**src/rtl/sbus_pkg.sv**
```systemverilog
package sbus_pkg;

   localparam int OP_W    = 3;
   localparam int NUM_DRV = 4;
   localparam int NUM_LD  = 4;

   localparam logic [OP_W-1:0] OP_ADD = 3'd0;
   localparam logic [OP_W-1:0] OP_SUB = 3'd1;
   localparam logic [OP_W-1:0] OP_AND = 3'd2;
   localparam logic [OP_W-1:0] OP_OR  = 3'd3;
   localparam logic [OP_W-1:0] OP_MOV = 3'd4;
   localparam logic [OP_W-1:0] OP_LDI = 3'd5;

   localparam int DRV_R0  = 0;
   localparam int DRV_R1  = 1;
   localparam int DRV_ALU = 2;
   localparam int DRV_IMM = 3;

   localparam int LD_R0 = 0;
   localparam int LD_R1 = 1;
   localparam int LD_R2 = 2;
   localparam int LD_R3 = 3;

   typedef enum logic [2:0] {
      ST_IDLE,
      ST_OPA,
      ST_OPB,
      ST_RES,
      ST_IMM
   } seq_state_e;

   typedef enum logic [2:0] {
      FN_PASS,
      FN_ADD,
      FN_SUB,
      FN_AND,
      FN_OR
   } alu_fn_e;

   function automatic seq_state_e first_step(input logic [OP_W-1:0] op);
      case (op)
         OP_ADD, OP_SUB, OP_AND, OP_OR: first_step = ST_OPA;
         OP_MOV:                        first_step = ST_OPB;
         OP_LDI:                        first_step = ST_IMM;
         default:                       first_step = ST_IDLE;
      endcase
   endfunction

   function automatic alu_fn_e result_fn(input logic [OP_W-1:0] op);
      case (op)
         OP_ADD:  result_fn = FN_ADD;
         OP_SUB:  result_fn = FN_SUB;
         OP_AND:  result_fn = FN_AND;
         OP_OR:   result_fn = FN_OR;
         default: result_fn = FN_PASS;
      endcase
   endfunction

   function automatic int vis_drv(input logic sel);
      vis_drv = sel ? DRV_R1 : DRV_R0;
   endfunction

   function automatic int vis_ld(input logic sel);
      vis_ld = sel ? LD_R1 : LD_R0;
   endfunction

endpackage

```
**src/rtl/sbus_seq.sv**
```systemverilog
module sbus_seq
   import sbus_pkg::*;
(
   input  logic                clk,
   input  logic                rst_n,
   input  logic                instr_valid,
   input  logic [OP_W-1:0]     instr_op,
   input  logic                instr_src,
   input  logic                instr_dst,
   output logic                accept,
   output logic                busy,
   output logic [NUM_DRV-1:0]  drv_en,
   output logic [NUM_LD-1:0]   ld_en,
   output alu_fn_e             alu_fn
);

   seq_state_e      state_q;
   seq_state_e      state_d;
   logic [OP_W-1:0] op_q;
   logic            src_q;
   logic            dst_q;

   assign busy   = (state_q != ST_IDLE);
   assign accept = instr_valid && !busy && (first_step(instr_op) != ST_IDLE);

   always_comb begin
      state_d = state_q;
      case (state_q)
         ST_IDLE: if (accept) state_d = first_step(instr_op);
         ST_OPA:  state_d = ST_OPB;
         ST_OPB:  state_d = ST_RES;
         ST_RES:  state_d = ST_IDLE;
         ST_IMM:  state_d = ST_IDLE;
         default: state_d = ST_IDLE;
      endcase
   end

   always_ff @(posedge clk or negedge rst_n) begin
      if (!rst_n) begin
         state_q <= ST_IDLE;
         op_q    <= '0;
         src_q   <= 1'b0;
         dst_q   <= 1'b0;
      end else begin
         state_q <= state_d;
         if (accept) begin
            op_q  <= instr_op;
            src_q <= instr_src;
            dst_q <= instr_dst;
         end
      end
   end

   always_comb begin
      drv_en = '0;
      ld_en  = '0;
      alu_fn = FN_PASS;
      case (state_q)
         ST_OPA: begin
            drv_en[vis_drv(dst_q)] = 1'b1;
            ld_en[LD_R2]           = 1'b1;
         end
         ST_OPB: begin
            drv_en[vis_drv(src_q)] = 1'b1;
            ld_en[LD_R3]           = 1'b1;
         end
         ST_RES: begin
            drv_en[DRV_ALU]       = 1'b1;
            ld_en[vis_ld(dst_q)]  = 1'b1;
            alu_fn                = result_fn(op_q);
         end
         ST_IMM: begin
            drv_en[DRV_IMM]       = 1'b1;
            ld_en[vis_ld(dst_q)]  = 1'b1;
         end
         default: ;
      endcase
   end


   busy_load_chk: assert property (@(posedge clk) disable iff (!rst_n)
      busy |-> ($countones(ld_en) == 1));


   idle_quiet_chk: assert property (@(posedge clk) disable iff (!rst_n)
      !busy |-> (drv_en == '0) && (ld_en == '0));


   hold_instr_chk: assert property (@(posedge clk) disable iff (!rst_n)
      (busy && instr_valid) |=> $stable(op_q) && $stable(dst_q) && $stable(src_q));


   unused_op_chk: assert property (@(posedge clk) disable iff (!rst_n)
      (!busy && instr_valid && (instr_op > OP_LDI)) |=> !busy);

endmodule

```
**src/rtl/sbus_bus.sv**
```systemverilog
module sbus_bus #(
   parameter int DATA_W  = 8,
   parameter int NUM_SRC = 4
) (
   input  logic                           clk,
   input  logic                           rst_n,
   input  logic [NUM_SRC-1:0]             drv_en,
   input  logic [NUM_SRC-1:0][DATA_W-1:0] src_data,
   output logic [DATA_W-1:0]              bus
);

   logic [NUM_SRC-1:0][DATA_W-1:0] gated;

   for (genvar i = 0; i < NUM_SRC; i++) begin : g_drv
      assign gated[i] = src_data[i] & {DATA_W{drv_en[i]}};
   end

   always_comb begin
      bus = '0;
      for (int i = 0; i < NUM_SRC; i++) begin
         bus = bus | gated[i];
      end
   end


   bus_onehot_chk: assert property (@(posedge clk) disable iff (!rst_n)
      $onehot0(drv_en));

endmodule

```
**src/rtl/sbus_regbank.sv**
```systemverilog
module sbus_regbank #(
   parameter int DATA_W  = 8,
   parameter int NUM_REG = 4
) (
   input  logic                           clk,
   input  logic                           rst_n,
   input  logic [NUM_REG-1:0]             ld_en,
   input  logic [DATA_W-1:0]              bus,
   output logic [NUM_REG-1:0][DATA_W-1:0] q
);

   for (genvar i = 0; i < NUM_REG; i++) begin : g_reg
      always_ff @(posedge clk or negedge rst_n) begin
         if (!rst_n)
            q[i] <= '0;
         else if (ld_en[i])
            q[i] <= bus;
      end


      reg_hold_chk: assert property (@(posedge clk) disable iff (!rst_n)
         !ld_en[i] |=> $stable(q[i]));
   end


   ld_onehot_chk: assert property (@(posedge clk) disable iff (!rst_n)
      $onehot0(ld_en));

endmodule

```
**src/rtl/sbus_alu.sv**
```systemverilog
module sbus_alu
   import sbus_pkg::*;
#(
   parameter int DATA_W = 8
) (
   input  alu_fn_e           fn,
   input  logic [DATA_W-1:0] a,
   input  logic [DATA_W-1:0] b,
   output logic [DATA_W-1:0] y
);

   logic [DATA_W-1:0] sum;
   logic [DATA_W-1:0] diff;

   if (DATA_W == 1) begin : g_bit
      assign sum  = a ^ b;
      assign diff = a ^ b;
   end else begin : g_word
      assign sum  = a + b;
      assign diff = a - b;
   end

   always_comb begin
      case (fn)
         FN_ADD:  y = sum;
         FN_SUB:  y = diff;
         FN_AND:  y = a & b;
         FN_OR:   y = a | b;
         default: y = b;
      endcase
   end

endmodule

```
**src/rtl/sbus_datapath.sv**
```systemverilog
module sbus_datapath
   import sbus_pkg::*;
#(
   parameter int DATA_W = 8
) (
   input  logic              clk,
   input  logic              rst_n,
   input  logic              instr_valid,
   input  logic [2:0]        instr_op,
   input  logic              instr_src,
   input  logic              instr_dst,
   input  logic [DATA_W-1:0] instr_imm,
   output logic              busy,
   output logic [DATA_W-1:0] r0_q,
   output logic [DATA_W-1:0] r1_q,
   output logic [DATA_W-1:0] bus_q
);

   if (DATA_W < 1) begin : g_bad_width
      $error("sbus_datapath: DATA_W must be at least 1");
   end

   logic                           accept;
   logic [NUM_DRV-1:0]             drv_en;
   logic [NUM_LD-1:0]              ld_en;
   alu_fn_e                        alu_fn;
   logic [NUM_LD-1:0][DATA_W-1:0]  regs;
   logic [NUM_DRV-1:0][DATA_W-1:0] src_data;
   logic [DATA_W-1:0]              alu_y;
   logic [DATA_W-1:0]              imm_q;
   logic [DATA_W-1:0]              bus;

   sbus_seq u_seq (
      .clk         (clk),
      .rst_n       (rst_n),
      .instr_valid (instr_valid),
      .instr_op    (instr_op),
      .instr_src   (instr_src),
      .instr_dst   (instr_dst),
      .accept      (accept),
      .busy        (busy),
      .drv_en      (drv_en),
      .ld_en       (ld_en),
      .alu_fn      (alu_fn)
   );

   always_ff @(posedge clk or negedge rst_n) begin
      if (!rst_n)
         imm_q <= '0;
      else if (accept)
         imm_q <= instr_imm;
   end

   assign src_data[DRV_R0]  = regs[LD_R0];
   assign src_data[DRV_R1]  = regs[LD_R1];
   assign src_data[DRV_ALU] = alu_y;
   assign src_data[DRV_IMM] = imm_q;

   sbus_bus #(
      .DATA_W  (DATA_W),
      .NUM_SRC (NUM_DRV)
   ) u_bus (
      .clk      (clk),
      .rst_n    (rst_n),
      .drv_en   (drv_en),
      .src_data (src_data),
      .bus      (bus)
   );

   sbus_regbank #(
      .DATA_W  (DATA_W),
      .NUM_REG (NUM_LD)
   ) u_regs (
      .clk   (clk),
      .rst_n (rst_n),
      .ld_en (ld_en),
      .bus   (bus),
      .q     (regs)
   );

   sbus_alu #(
      .DATA_W (DATA_W)
   ) u_alu (
      .fn (alu_fn),
      .a  (regs[LD_R2]),
      .b  (regs[LD_R3]),
      .y  (alu_y)
   );

   assign r0_q  = regs[LD_R0];
   assign r1_q  = regs[LD_R1];
   assign bus_q = bus;


   idle_bus_zero_chk: assert property (@(posedge clk) disable iff (!rst_n)
      !busy |-> (bus == '0));


   imm_load_chk: assert property (@(posedge clk) disable iff (!rst_n)
      (accept && (instr_op == OP_LDI)) |=> busy ##1 !busy);

endmodule

```
**config.mk**
```make
export PLATFORM = sky130hd
export DESIGN_NAME = sbus_datapath
export DESIGN_NICKNAME = d
export VERILOG_FILES = /design/src/rtl/sbus_pkg.sv /design/src/rtl/sbus_seq.sv /design/src/rtl/sbus_bus.sv /design/src/rtl/sbus_regbank.sv /design/src/rtl/sbus_alu.sv /design/src/rtl/sbus_datapath.sv
export SDC_FILE = /design/constraint.sdc
export NUM_CORES = 1
export LEC_CHECK = 0
export BUFFER_PORTS_ARGS = -buffer_cell sky130_fd_sc_hd__clkbuf_2
export CAP_MARGIN = 20
export CORE_MARGIN = 3
export CORE_UTILIZATION = 42
export DETAILED_ROUTE_END_ITERATION = 7
export HOLD_SLACK_MARGIN = 0.15
export PLACE_DENSITY = 0.59
export SKIP_CTS_REPAIR_TIMING = 1
export SYNTH_ARGS = -nofsm -noshare
export SYNTH_HDL_FRONTEND = slang
export SYNTH_SLANG_ARGS = --single-unit
```
**constraint.sdc**
```tcl
create_clock -name clk -period 5.2 [get_ports clk]
set_input_delay 0.52 -clock clk [delete_from_list [all_inputs] [get_ports clk]]
set_output_delay 0.52 -clock clk [all_outputs]
set_load 0.02 [all_outputs]
```
==> results_dict.tcl, run 1 <==
set metrics [dict create \
    status "completed" \
    fp.dieH_microns 89.6 \
    netlist_area_sq_um 2940 \
    overflow 0 \
    core-area_sq_um 6570 \
    finalHoldViolCount 0 \
    hp-class "input pin to asynchronous set/reset pin" \
    row_count 29 \
    vias 2315 \
    drt_first_iter_violations 131 \
    pin_count 41 \
    tightestPinTransition_ns 1.02 \
    period_needed_ns 4.06 \
    ys_ff_latch 48 \
    ys_types 49 \
    cts_root_buf "clkbuf_8" \
    final_nets 374 \
    antennaDiodeCount 0 \
    drive_above_1_share 0.210 \
    hpwlAfterDp_microns 5150 \
    drt-vias-per-instance 5.25 \
    cts_tree "built" \
    io_buffer_count 40 \
    clk_pin_slew_ns 0.09 \
    crit_path_end_kind "output pin" \
    fin_cells 441 \
    clock.fmax_mhz 246 \
    critPathMostFrequentCell "nand2b_1" \
    tns_ns 0 \
    die_x_microns 89.6 \
    yosysSeqAreaShare 0.409 \
    gp_congestion 0.951 \
    numCtsBuffers 5 \
    grt_pass1_wl_microns 11400 \
    initial_core_util 0.447 \
    max_stage_delay_ns 0.60 \
    routed_wl_microns 6850 \
    required_ns 4.68 \
    syn-num-nets 354 \
    h-tree-depth 2 \
    rrSetupSlack_ns 2.02 \
    syn_area_per_cell_sq_um 8.98 \
    rsz0062_at_grt "false" \
    clock_skew_ns 0.0121 \
    finalCritPeriodShare 0.781 \
    worstPathCellList "nor3_2, nand2_1, o21ai_0, inv_1, ha_1, nand2b_1, a21oi_1, o21ai_0, nand2b_1, mux2i_1, nand2b_1, clkbuf_2" \
    grt_start_max_net_pins 49 \
    cp-start-kind "flop" \
    max-slew-margin-rel 0.316 \
    grt_use_total 0.186 \
    post-route-drc-count 0 \
    antenna_found_initial 0 \
    ant_nets 0 \
    clock-sinks 48 \
    grt_pass1_vias 2179 \
    synthToLayoutAreaGrowth_pct 8.31 \
    dieArea_sq_um 8030 \
    clock_path_buffers 2 \
    yosysWarnings 0 \
    setup_viol 0 \
    critPathSlowestCell "dfrtp_1" \
    insertion_delay_ns 0.31 \
    crit_family "simple AND/OR/NAND/NOR gates" \
    postSynthCellCount 327 \
    crit_buf_inv 2 \
    synth-main-ff-cell "dfrtp_1" \
    path_max_fanout 19 \
    synth_enable_flop_cells 0 \
    drt_pass1_iterations 5 \
    arrival_ns 3.54 \
    cap_violations 0 \
    critPathKind "flop to output pin" \
    post-place-cells 432 \
    postSynth.asyncResetShare 1.00 \
    wl_per_cell_microns 15.5 \
    drv_slew 0 \
]
==> cells by family (layout without fill, tap and decap cells) <==
logic type,Yosys count,after routing,share of synthesized area
XOR/XNOR,7,7,0.0209
multiplexers,13,13,0.0490
flip-flops,48,48,0.409
AO/OA/AOI/OAI,92,92,0.195
adder cells (fa/ha/maj),12,12,0.0529
AND/OR/NAND/NOR,108,108,0.186
buffers and inverters,47,68,0.0874
==> per-stage QoR <==
stage | util | area [sq um] | hold slack [ns] | worst slack [ns]
final | 0.484 | 3180 | 0.287 | 1.14
after global routing | 0.484 | 3180 | 0.344 | 0.831
after detailed placement | 0.469 | 3080 | 0.493 | 1.48
after CTS | 0.482 | 3170 | 0.311 | 1.15
after global placement | 0.469 | 3080 | 0.490 | 1.53
after floorplan | - | 2940 | 0.224 | 2.05
==> worst paths after layout <==
kind / from / end / cells after the start
worst max-delay path: u_seq.op_q[1] / bus_q[7] / 12
worst min-delay path: rst_n / u_seq.dst_q / 2
worst max register to register: u_seq.op_q[1] / u_regs.q[4] / 11
worst min register to register: imm_q[6] / imm_q[6] / 1
max in group asynchronous: rst_n / u_regs.q[18] / 2
min in group clk: instr_imm[2] / imm_q[2] / 2
==> worst reg2reg max path: stages, from the launching register on <==
cell and delay (ns):
dfrtp_1 0.60, nor3_2 0.41, nand2_1 0.17, nand2_1 0.11
o21ai_0 0.14, fa_1 0.46, nand2b_1 0.19, a21oi_1 0.22
a211oi_1 0.09, a31o_2 0.25, a21oi_1 0.31, a21oi_1 0.11
==> synth_stat cells, types with 3 or more instances <==
| cell | number | area share |
|---|---|---|
| a211oi_1 | 3 | 0.0077 |
| a21oi_1 | 33 | 0.056 |
| a222oi_1 | 5 | 0.017 |
| a22oi_1 | 3 | 0.0077 |
| a31oi_1 | 7 | 0.015 |
| buf_2 | 4 | 0.0068 |
| buf_4 | 18 | 0.046 |
| clkbuf_1 | 8 | 0.010 |
| dfrtp_1 | 48 | 0.41 |
| ha_1 | 10 | 0.043 |
| inv_1 | 16 | 0.020 |
| mux2_2 | 11 | 0.042 |
| nand2_1 | 29 | 0.037 |
| nand2b_1 | 8 | 0.017 |
| nand3_1 | 8 | 0.014 |
| nor2_1 | 39 | 0.050 |
| nor2b_1 | 4 | 0.0085 |
| nor3_1 | 4 | 0.0068 |
| o21ai_0 | 18 | 0.031 |
| o21ai_1 | 7 | 0.012 |
| o22a_1 | 3 | 0.0090 |
| xnor2_1 | 4 | 0.012 |
| xor2_1 | 3 | 0.0090 |
==> layer usage <==
metal	up-vias	track usage	wire length, microns
li1	1177	-	-
met1	1085	0.290	3630
met2	43	0.264	2870
met3	10	0.0228	239
met4	0	0.0622	116
met5	-	0	0
==> cells in the final DEF, fill, tap and decap left out, drive strengths merged, types with 4 or more instances in the layout <==
cell | synthesis | final
nor2 | 40 | 40
clkbuf | 8 | 45
a21oi | 33 | 33
nand3 | 8 | 8
dfrtp | 48 | 48
buf | 23 | 4
ha | 10 | 10
mux2 | 11 | 11
o21ai | 25 | 25
inv | 16 | 17
nor3 | 6 | 6
a31oi | 7 | 7
xnor2 | 4 | 4
nor2b | 4 | 4
nand2 | 29 | 29
nand2b | 8 | 8
a222oi | 5 | 5
==> area by class of cell <==
type,instances,area [sq um]
Sequential cell,48,1200
Inverter,16,60.1
Multi-Input combinational cell,232,1480
Tap cell,93,116
Timing Repair Buffer,44,234
Fill cell,660,3390
Clock buffer,5,68.8
Clock inverter,3,21.3
==> state kept, by name, summed over array words and instances, names as in the netlist <==
register and flops:
u_regs.q 32, imm_q 8, u_seq.op_q 3, u_seq.state_q 3
u_seq.dst_q 1, u_seq.src_q 1
Power of run 1 is left out: the tool's default activity adds up to more than one toggle a clock period on the data nets, which glitch-free logic cannot reach.
==> run 2: changes to the inputs <==
- ABC_AREA: not set -> 1
- PLACE_DENSITY: 0.59 -> 0.62
- clock period: 5.2 -> 3.5 ns (I/O delays scaled with it)
==> run 2 against run 1 <==
Worst setup slack worse by 0.90 ns. Wire length grew 14%. Synthesized cell count up 28%. Clock-buffer cell count is 2 higher.
==> results_dict.tcl, run 2 <==
set metrics [dict create \
    ys_ff_latch 48 \
    critPathSlowestCell "dfrtp_1" \
    cts_tree "built" \
    ys_types 40 \
    grt_start_max_net_pins 34 \
    grt_pass1_wl_microns 13400 \
    irDropWorstVdd_v 0.000430 \
    drt_pass1_iterations 6 \
    status "completed" \
    yosysTopAreaCell "dfrtp_1" \
    layout_commonest_cell "nand2_1" \
    max-slew-margin-rel 0.450 \
    postSynth.asyncResetShare 1.00 \
    clock-sinks 48 \
    crit_family "simple AND/OR/NAND/NOR gates" \
    grt_use_total 0.195 \
    clk_pin_slew_ns 0.09 \
    synth_top_area_share 0.389 \
    row_count 30 \
    synth-main-ff-cell "dfrtp_1" \
    critPathKind "flop to output pin" \
    fp.dieH_microns 91.7 \
    hpwlAfterDp_microns 5920 \
    rsz0062_at_grt "false" \
    io_buffer_count 40 \
    arrival_ns 2.91 \
    synth_enable_flop_cells 0 \
    dieArea_sq_um 8410 \
    wl_per_cell_microns 14.4 \
    pin_count 41 \
    final_nets 474 \
    yosysSeqAreaShare 0.389 \
    insertion_delay_ns 0.30 \
    setup_viol 0 \
    synthTopCellsByCount "nand2_1, inv_1, dfrtp_1" \
    grt_pass1_vias 2686 \
    cp-start-kind "flop" \
    tns_ns 0 \
    numCtsBuffers 5 \
    yosys-top-cells-area "dfrtp_1, nand2_1, inv_1" \
    crit_buf_inv 6 \
    syn-num-nets 445 \
    netlist_area_sq_um 3080 \
    reg_top3 "u_regs.q (32), imm_q (8)" \
    path_max_fanout 5 \
    gp_congestion 0.891 \
    drt-vias-per-instance 5.06 \
    yosysWarnings 0 \
    required_ns 3.15 \
    drv_slew 0 \
    largest_reg_flops 32 \
    design_area_sq_um 3410 \
    period_needed_ns 3.26 \
    clock_skew_ns 0.00686 \
    power_leakage_nw 1.88 \
    clock_path_buffers 2 \
    hp-class "input pin to asynchronous set/reset pin" \
    synthToLayoutAreaGrowth_pct 10.4 \
    critPathMostFrequentCell "nand2_1" \
    powerDensity_nw_per_um2 907 \
    vias 2750 \
    synth.most_common_cell "nand2_1" \
    tightestPinTransition_ns 0.825 \
    final_cell_mix "nand2_1, inv_1, dfrtp_1" \
    top_register "u_regs.q" \
    drive_above_1_share 0.179 \
    postSynthCellCount 418 \
    syn_area_per_cell_sq_um 7.38 \
    initial_core_util 0.444 \
    worstPathCellList "inv_1, ha_1, inv_1, nor3_1, inv_1, o31ai_2, xor2_1, ha_1, nand2_1, inv_1, nand2_1, nand2_1, a21oi_2, inv_1, nand2_1, nand3_1, nand2_1, nand2_1, nand2_2, clkbuf_2" \
    finalCritPeriodShare 0.931 \
    antenna_found_initial 0 \
    finalHoldViolCount 0 \
    drt_first_iter_violations 165 \
    cts_root_buf "clkbuf_8" \
    ant_nets 0 \
    core-area_sq_um 6940 \
    post-route-drc-count 0 \
    clock.fmax_mhz 307 \
    place_area_sq_um 3290 \
    routed_wl_microns 7810 \
    crit_path_end_kind "output pin" \
    cap_violations 0 \
    h-tree-depth 2 \
    die_x_microns 91.7 \
    max_stage_delay_ns 0.42 \
    antennaDiodeCount 0 \
    overflow 0 \
]
[run 2: final timing paths]
path | from | to | slack [ns] | cells past startpoint
worst max-delay path | u_regs.q[24] | bus_q[7] | 0.24 | 20
worst min-delay path | rst_n | u_regs.q[0] | 0.13 | 1
worst max register to register | u_seq.state_q[0] | u_regs.q[4] | 0.85 | 15
worst min register to register | u_regs.q[15] | u_regs.q[15] | 0.51 | 2
max in group asynchronous | rst_n | u_regs.q[14] | 2.64 | 2
min in group clk | instr_imm[1] | imm_q[1] | 0.24 | 3
[run 2: layer usage]
| metal | routed length, microns | vias up | GRT usage |
|---|---|---|---|
| met4 | 132 | 0 | 0.0507 |
| li1 | - | 1374 | - |
| met3 | 403 | 16 | 0.0238 |
| met1 | 3590 | 1267 | 0.271 |
| met2 | 3680 | 93 | 0.325 |
| met5 | 0 | - | 0 |
[run 2: logic make-up (layout without fill, tap and decap cells)]
group / count (synthesis) / in the layout / synth area share
compound gates: 72 / 72 / 0.135
fa+ha+maj: 11 / 11 / 0.0471
flops: 48 / 48 / 0.389
xor+xnor: 6 / 6 / 0.0170
buf+inv: 85 / 115 / 0.127
mux: 1 / 1 / 0.00325
simple gates: 195 / 195 / 0.281
[run 2: stage by stage]
| step | util | hold WS [ns] | instances | power, mW | worst slack, ns |
|---|---|---|---|---|---|
| 2_1_floorplan | - | 0.0544 | 418 | 2.31 | 0.889 |
| 3_3_place_gp | 0.474 | 0.486 | 536 | 2.68 | 0.567 |
| 3_5_place_dp | 0.474 | 0.493 | 536 | 2.71 | 0.505 |
| 4_1_cts | 0.487 | 0.161 | 544 | 3.07 | 0.168 |
| 5_1_grt | 0.490 | 0.188 | 544 | 3.37 | 0.0130 |
| 6_report | 0.490 | 0.132 | 544 | 3.09 | 0.241 |
[run 2: power breakdown]
group          switching [mW]  internal, mW
Clock                   0.188         0.161
Combinational            1.14         0.594
Sequential              0.223         0.786
Total                    1.55          1.54
[run 2: area by class of cell]
| type | count | area (sq um) |
|---|---|---|
| clock buffers | 7 | 86.3 |
| clock inverters | 1 | 7.51 |
| fillers | 700 | 3540 |
| inverters | 61 | 229 |
| multi-input cells | 285 | 1510 |
| flip-flops and latches | 48 | 1200 |
| well taps | 96 | 120 |
| repair buffers | 46 | 245 |
[run 2: worst register-to-register path, delay by kind of cell (launching register included)]
| kind | cells | cell delay [ns] |
|---|---|---|
| xor gates and xnor gates | 1 | 0.15 |
| AOI/OAI and AO/OA | 2 | 0.29 |
| and+or+nand+nor | 11 | 1.38 |
| DFF | 1 | 0.42 |
| adders and majority gates | 1 | 0.30 |
(Power assumes the default switching activity.)
==> run 3: changes to the inputs <==
- PLACE_DENSITY: 0.62 -> 0.61
- SYNTH_HIERARCHICAL: not set -> 1
==> run 3 against run 2 <==
Sequential share of layout area fell by 4.4 points. Via count rose by 9.9%. Utilization rose by 6.5 points. Hold slack improved by 0.12 ns. Combinational power fell by 6%. Synthesized cell count rose by 11%. Clock power rose by 34%. Critical path depth rose by 3. Maximum frequency fell by 3.1%. Worst setup slack got worse by 0.11 ns. Critical path type unchanged. Largest power group unchanged. Highest routed layer unchanged.
==> results_dict.tcl, run 3 <==
set metrics [dict create \
    clock.fmax_mhz 297 \
    cp.depth 23 \
    crit_path_end_kind "output pin" \
    synth-simple-area-share 0.395 \
    final_cell_mix "nand2_1, inv_1, dfrtp_1" \
    top_register "u_regs/q" \
    layout_commonest_cell "nand2_1" \
    syn_area_per_cell_sq_um 6.75 \
    ant_nets 0 \
    gp_congestion 0.864 \
    clock-sinks 48 \
    worstPathCellList "inv_2, nand3_2, a21oi_2, inv_2, nor2_4, nand2_4, nand2_2, xor2_1, inv_1, ha_4, nand2_1, nand2_2, nand2_1, nand2_1, a21oi_2, nand3_1, nand3_1, nand3_1, nand2_1, nand2_1, inv_1, nand2_2, buf_6" \
    die_x_microns 92.5 \
    synth_top_family_by_area "simple AND/OR/NAND/NOR gates" \
    max_stage_delay_ns 0.42 \
    synthTopCellsByCount "nand2_1, inv_1, dfrtp_1" \
    clock_skew_ns 0.00956 \
    row_count 30 \
    crit_family "simple AND/OR/NAND/NOR gates" \
    yosysWarnings 6 \
    hp-class "input pin to flop" \
    antenna_found_initial 0 \
    io_buffer_count 40 \
    netlist_area_sq_um 3140 \
    r2r-end "u_regs/q[15]" \
    rsz0062_at_grt "true" \
    crit_buf_inv 5 \
    critPathKind "flop to output pin" \
    wl_met2_microns 3820 \
    tightestPinTransition_ns 0.801 \
    cap_violations 0 \
    routed_wl_microns 8090 \
    wl_per_cell_microns 13.0 \
    drt_pass1_iterations 4 \
    numCtsBuffers 5 \
    tns_ns 0 \
    drt_first_iter_violations 160 \
    pre_cts_ws_ns 0.122 \
    irDropWorstVdd_v 0.000307 \
    power_leakage_nw 2.16 \
    clk_pin_slew_ns 0.09 \
    synth_enable_flop_cells 0 \
    top_layer "met4" \
    overflow 0 \
    reg2reg_depth 25 \
    yosysTopAreaCell "dfrtp_1" \
    synth_mux_area_frac 0 \
    synthAdderAreaFrac 0.0462 \
    final-seq-area_sq_um 1200 \
    power_mw 2.93 \
    postSynth.asyncResetShare 1.00 \
    max-slew-margin-rel 0.462 \
    yosysSeqAreaShare 0.383 \
    fin_ws_ns 0.136 \
    drv_slew 0 \
    grt_pass1_wl_microns 13200 \
    rr_startpoint "u_seq/op_q[1]" \
    grt_start_max_net_pins 28 \
    multi_input_area_sq_um 1790 \
    final_nets 554 \
    finalCritPeriodShare 0.961 \
    required_ns 3.15 \
    largest_reg_flops 32 \
    finalHoldViolCount 0 \
    dieArea_sq_um 8550 \
    arrival_ns 3.01 \
    critPathSlowestCell "dfrtp_1" \
    syn-num-nets 492 \
    antennaDiodeCount 0 \
    critPathMostFrequentCell "nand2_1" \
    post-route-drc-count 0 \
    fillers 705 \
    pin_count 41 \
    wl_met3_microns 276 \
    drive_above_1_share 0.266 \
    holdWs_ns 0.247 \
    cts_root_buf "clkbuf_8" \
    ys_ff_latch 48 \
    synth_top_area_share 0.383 \
    rrSetupSlack_ns 0.58 \
    hpwlAfterDp_microns 5960 \
    powerDensity_nw_per_um2 752 \
    initial_core_util 0.447 \
    cp-startpoint "u_seq/op_q[1]" \
    synth.most_common_cell "nand2_1" \
    grt_pass1_vias 2802 \
    synth-compound-area-share 0.0586 \
    drt-vias-per-instance 4.85 \
    grt_use_total 0.189 \
    wl_met1_microns 3900 \
    clock_path_buffers 2 \
    cts_tree "built" \
    cp-endpoint "bus_q[7]" \
    fp.dieH_microns 92.5 \
    yosys-top-cells-area "dfrtp_1, nand2_1, inv_1" \
    insertion_delay_ns 0.30 \
    synth-main-ff-cell "dfrtp_1" \
    cp-start-kind "flop" \
    reg_top3 "u_regs/q (32), imm_q (8)" \
    ys_types 31 \
    setup_viol 0 \
    synthToLayoutAreaGrowth_pct 24.2 \
    status "completed" \
    postSynthCellCount 465 \
    vias 3021 \
    core-area_sq_um 7020 \
    h-tree-depth 2 \
    path_max_fanout 5 \
    synth_xor_area_frac 0.0139 \
    period_needed_ns 3.36 \
]
[run 3: kinds of logic (layout without fill, tap and decap cells)]
family	count (synthesis)	after routing
simple gates	297	298
buf+inv	75	136
flops	48	48
compound gates	29	29
fa+ha+maj	11	11
xor+xnor	5	5
[run 3: worst min path at each step]
stage,depth (start not counted),end,start,slack [ns]
floorplan,0,imm_q[0],rst_n,0.05
global placement,1,u_regs/q[4],rst_n,0.36
detailed placement,1,u_regs/q[4],rst_n,0.36
CTS,1,u_regs/q[4],rst_n,0.03
global route,3,imm_q[1],instr_imm[1],0.25
finish,3,imm_q[5],instr_imm[5],0.25
[run 3: power breakdown]
| part | total, mW | switching [mW] | internal, mW | leakage [nW] |
|---|---|---|---|---|
| Clock | 0.466 | 0.185 | 0.281 | 0.0642 |
| Combinational | 1.62 | 0.997 | 0.626 | 1.45 |
| Sequential | 0.841 | 0.143 | 0.698 | 0.642 |
| Total | 2.93 | 1.32 | 1.61 | 2.16 |
[run 3: final cells by class]
class,instances,share of cell area
multi-input combinational,343,0.459
sequential,48,0.309
timing repair buffer,64,0.105
inverter,65,0.0626
tap,96,0.0308
clock buffer,5,0.0177
clock inverter,2,0.0154
[run 3: stage by stage]
step,area (sq um),std cells,utilization
2_1_floorplan,3140,465,-
3_3_place_gp,3420,597,0.488
3_5_place_dp,3420,597,0.488
4_1_cts,3550,604,0.506
5_1_grt,3900,623,0.555
6_report,3900,623,0.555
[run 3: tightest hold or removal path, stage by stage]
cell and delay, ns:
clkbuf_2 0.07, nand2_1 0.04, nand2_1 0.05
[run 3: routing by layer]
layer | up-vias | track usage
met1 | 1399 | 0.266
met5 | - | 0
met4 | 0 | 0.0483
li1 | 1551 | -
met2 | 62 | 0.308
met3 | 9 | 0.0219
